--- src/rtl/mac_err_event_regs.sv ---
module mac_err_event_regs #(
  parameter int              W          = 32,
  parameter int              GATE_SHIFT = 16,
  parameter logic [W-1:0]    ERR_SET    = 32'h0000_6300,
  parameter logic [W-1:0]    IMPL_SET   = 32'h0000_7F07
) (
  input  logic         clk,
  input  logic         rst_n,
  input  logic [W-1:0] evt_pulse,
  input  logic         wr_en,
  input  logic         sel_mask,
  input  logic [W-1:0] wr_data,
  output logic [W-1:0] rd_data,
  output logic         irq_err
);

  logic [W-1:0] evt_q, mask_q, clr_bits, enables;
  logic         evt_wr, mask_wr;

  assign evt_wr   = wr_en && !sel_mask;
  assign mask_wr  = wr_en && sel_mask;
  assign clr_bits = evt_wr ? wr_data : '0;

  always_ff @(posedge clk or negedge rst_n) begin
    if (!rst_n) evt_q <= '0;
    else        evt_q <= (evt_q & ~clr_bits) | (evt_pulse & IMPL_SET);
  end

  always_ff @(posedge clk or negedge rst_n) begin
    if (!rst_n)       mask_q <= '0;
    else if (mask_wr) mask_q <= wr_data;
  end

  assign enables = (mask_q >> GATE_SHIFT) & ERR_SET;
  assign irq_err = |(evt_q & enables);
  assign rd_data = sel_mask ? mask_q : evt_q;

  // a pulse wins over a same-cycle clear
  assert_pulse_sets_R5: assert property (@(posedge clk) disable iff (!rst_n)
    (|(evt_pulse & IMPL_SET)) |=>
      ((evt_q & $past(evt_pulse & IMPL_SET)) == $past(evt_pulse & IMPL_SET)));

  assert_sticky_R10: assert property (@(posedge clk) disable iff (!rst_n)
    !evt_wr |=> (($past(evt_q) & ~evt_q) == '0));

  assert_w1c_R3: assert property (@(posedge clk) disable iff (!rst_n)
    (evt_wr && evt_pulse == '0) |=> ((evt_q & $past(wr_data)) == '0));

  assert_mask_load_R6: assert property (@(posedge clk) disable iff (!rst_n)
    mask_wr |=> (mask_q == $past(wr_data)));

  assert_mask_hold_R6: assert property (@(posedge clk) disable iff (!rst_n)
    !mask_wr |=> $stable(mask_q));

  assert_irq_needs_err_R7: assert property (@(posedge clk) disable iff (!rst_n)
    irq_err |-> ((evt_q & ERR_SET) != '0));

  assert_irq_needs_enable_R8: assert property (@(posedge clk) disable iff (!rst_n)
    ((mask_q & (ERR_SET << GATE_SHIFT)) == '0) |-> !irq_err);

  assert_unimpl_zero_R9: assert property (@(posedge clk) disable iff (!rst_n)
    !sel_mask |-> ((rd_data & ~IMPL_SET) == '0));

endmodule

--- config.mk ---
export PLATFORM = sky130hd
export DESIGN_NAME = mac_err_event_regs
export DESIGN_NICKNAME = d
export VERILOG_FILES = /design/src/rtl/mac_err_event_regs.sv
export SDC_FILE = /design/constraint.sdc
export NUM_CORES = 1
export LEC_CHECK = 0
export ABC_AREA = 0
export BUFFER_PORTS_ARGS = -buffer_cell sky130_fd_sc_hd__buf_2
export CAP_MARGIN = 5
export CELL_PAD_IN_SITES_DETAIL_PLACEMENT = 1
export CELL_PAD_IN_SITES_GLOBAL_PLACEMENT = 1
export CORE_ASPECT_RATIO = 0.6
export CORE_MARGIN = 4
export CORE_UTILIZATION = 35
export CTS_BUF_LIST = sky130_fd_sc_hd__clkbuf_4
export DETAILED_ROUTE_END_ITERATION = 6
export GPL_ROUTABILITY_DRIVEN = 0
export MAX_ROUTING_LAYER = met4
export PLACE_DENSITY_LB_ADDON = 0.1
export SLEW_MARGIN = 15
export SYNTH_ARGS = -nofsm -noshare
export SYNTH_HDL_FRONTEND = slang
export SYNTH_SLANG_ARGS = --single-unit
--- constraint.sdc ---
create_clock -name clk -period 0.85 [get_ports clk]
set_input_delay 0.1275 -clock clk [delete_from_list [all_inputs] [get_ports clk]]
set_output_delay 0.1275 -clock clk [all_outputs]
set_load 0.01 [all_outputs]
==> metrics.md <==
| Metric | Value |
|---|---|
| Final Hold Viols | 0 |
| Die area | 9714 um^2 |
| Fmax | 731.2 MHz |
| Initial antenna violation count | 0 |
| Synth unique cells | 15 |
| Initial DRT Pass Iterations | 2 |
| Die H | 77.96 um |
| Seq cells post-synth | 64 |
| LEAKAGE | 2.290 nW |
| Slew HR | 76.51% |
| Post-synthesis sequential area ratio | 56.09% |
| Clk root buf | clkbuf_4 |
| DR DRC count | 0 |
| Worst path max stage delay | 0.43 ns |
| Clock skew | 0 ns |
| CP Class | reg -> out |
| Post-synth ARST share | 100.0% |
| Top_reg_cell synth | dfrtp_1 |
| Gate power share | 26.8% |
| DRT Wirelength | 7764 um |
| Slew @ Worst Pin | 0.3523 ns |
| R2r worst-path depth | 3 |
| Vias in the first global route | 2416 |
| Crit path capture type | primary output |
| Pwr dens | 1624 nW/um^2 |
| Clock sinks | 64 |
| CTS tree | done |
| Post-DP Area | 3577 um^2 |
| Design area | 4602 um^2 |
| First-pass GRT wire length | 12610 um |
| Syn Std Cell Area | 2855 um^2 |
| Post-layout minimum cycle time | 1.368 ns |
| Pin count of the biggest net entering global routing | 65 |
| RSZ-0062 raised after global routing | yes |
| Max_cap viols | 0 |
| Synth Warn # | 0 |
| CTS HTree Levels | 3 |
| Peak supply drop | 705.3 uV |
| CP bufs+invs | 1 |
| Boundary Pins | 101 |
| Period utilisation layout | 160.9% |
| Post-Synthesis Cells | 195 |
| Max Slew Vio Count | 0 |
| Most frequent cells in the layout | 64 x dfrtp_1, 61 x mux2_4, 46 x buf_2 |
| Site row count | 25 |
| Grt ovf | 0 |
| Initial Utilization | 36.08% |
| Sw Share | 25.45% |
| Crit Reg-Reg Startpoint | mask_q[6] |
| Share of layout cells above drive strength 1 | 55.46% |
| Worst path slowest cell | dfrtp_1 |
| Internal Pwr Total | 0.005571 W |
| Final worst slack | -0.5175 ns |
| Average size of a mapped cell | 14.64 um^2 |
| Reg2reg setup slack | -0.13 ns |
| Design Power | 0.007473 W |
| Endpoints failing setup | 46 |
| Worst path cell trace | mux2_4 -> buf_6 |
| Crit-path max FO | 3 |
| NetSw | 0.001902 W |
| Routed vias/inst | 4.576 |
| Final Util | 58.15% |
| Clk_lat worst skew | 0.39 ns |
| EDFF count, synth | 0 |
| Reg2reg end | mask_q[6] |
| Fillcell total | 805 |
| Post-DP HPWL | 4815 um |
| DRT antenna net count | 0 |
| Violated checks | setup timing |
| WL per Instance | 16.70 um |
| Sequential Power Share | 46.6% |
| Area grow syn2layout | 61.17% |
| Chip width | 124.6 um |
| DRT iter0 DRCs | 66 |
| Min-delay worst type | in -> async |
| CTS clock-pin slew for the worst setup and hold paths | 0.10 ns |
| Clock buffer count from CTS | 9 |
| Crit path DAT | 1.24 ns |
| Crit path depth | 2 |
| Gr usage total | 17.03% |
| Net Count, Synth | 263 |
| Most common cell after layout, fill and taps aside | dfrtp_1 |
| Kind of start point of the critical path | flip-flop |
| Vias after detailed routing | 2128 |
| Status | complete, but fails checks |
| Worst path required time | 0.72 ns |
| Max Root-Sink Buffers | 2 |
| # port buffers | 78 |
| Core footprint | 7914 um^2 |
| Clock power frac | 26.6% |
| Layout Nets | 420 |
| Ant. Diodes | 0 |
| Delay-heaviest family, CP | flip-flops |
[cells in the mapped netlist (2+ instances only)]
library cell  number  area share (%)
dfrtp_1           64              56
mux2_2            34              13
mux2_4            30              16
a21boi_0          21             5.5
a31oi_1           10             2.2
inv_1             10             1.3
nor2_1            10             1.3
buf_4              4             1.1
buf_2              3            0.53
buf_6              3             1.2
a22oi_1            2            0.53
[stage by stage]
step	TNS [ns]	cells	hold WS, ns	worst slack [ns]
floorplan	-1.691	195	-0.1681	-0.04787
global placement	-22.48	392	0.1685	-0.3027
detailed placement	-23.43	392	0.1696	-0.3173
CTS	-16.67	460	0.2460	-0.5394
global route	-18.47	465	0.2471	-0.5785
finish	-15.94	465	0.2574	-0.5175
[worst max-delay path by stage]
| stage | start | end |
|---|---|---|
| finish | evt_q[9] | rd_data[9] |
| global route | evt_q[13] | irq_err |
| CTS | evt_q[14] | rd_data[14] |
| detailed placement | sel_mask | mask_q[0] |
| global placement | sel_mask | rd_data[22] |
| floorplan | sel_mask | mask_q[10] |
[power groups by stage]
stage / logic (W) / registers, W / clock network, W
after floorplan: 0.000831 / 0.00345 / 0
after global placement: 0.00136 / 0.00351 / 0
after detailed placement: 0.00138 / 0.00350 / 0
after CTS: 0.00188 / 0.00346 / 0.00207
after global routing: 0.00215 / 0.00351 / 0.00221
final: 0.00201 / 0.00348 / 0.00199
[worst reg2reg max path, cell delays in order, from the launching register on]
cell and delay [ns]:
dfrtp_1 0.41, buf_6 0.12, buf_6 0.10, mux2_4 0.24
[logic make-up after synthesis]
family	count (synthesis)	synth area share [%]
AO/OA/AOI/OAI	34	8.501
buffers and inverters	20	4.075
multiplexers	64	29.18
AND/OR/NAND/NOR	13	2.147
flip-flops	64	56.09
[flip-flops by register name, summed over array words and instances (netlist names)]
signal and flops:
mask_q 32, evt_q 32
[final cells by class]
class	instances	area [um^2]	share of cell area [%]
well taps	108	135.1	2.936
clock buffers	11	82.58	1.794
inverters	10	37.54	0.8157
clock inverters	5	47.55	1.033
repair buffers	156	1404	30.51
flip-flops and latches	64	1602	34.80
multi-input cells	111	1294	28.11
[routing by layer]
| metal | up-vias | global-route usage, % | part of all wire, % |
|---|---|---|---|
| met1 | 1062 | 21.65 | 48 |
| li1 | 1006 | - | - |
| met4 | 0 | 4.595 | 1.1 |
| met2 | 50 | 27.16 | 48 |
| met3 | 10 | 4.608 | 3.3 |
| met5 | - | - | 0 |
[what timing repair did]
item	in CTS	in global routing
setup buffers	9	10
pin swaps	2	3
hold buffers	43	0
resized for setup	51	23
hold endpoints to repair	128	0
setup endpoints to repair	37	44
cloned	0	0
(Power assumes the default switching activity.)
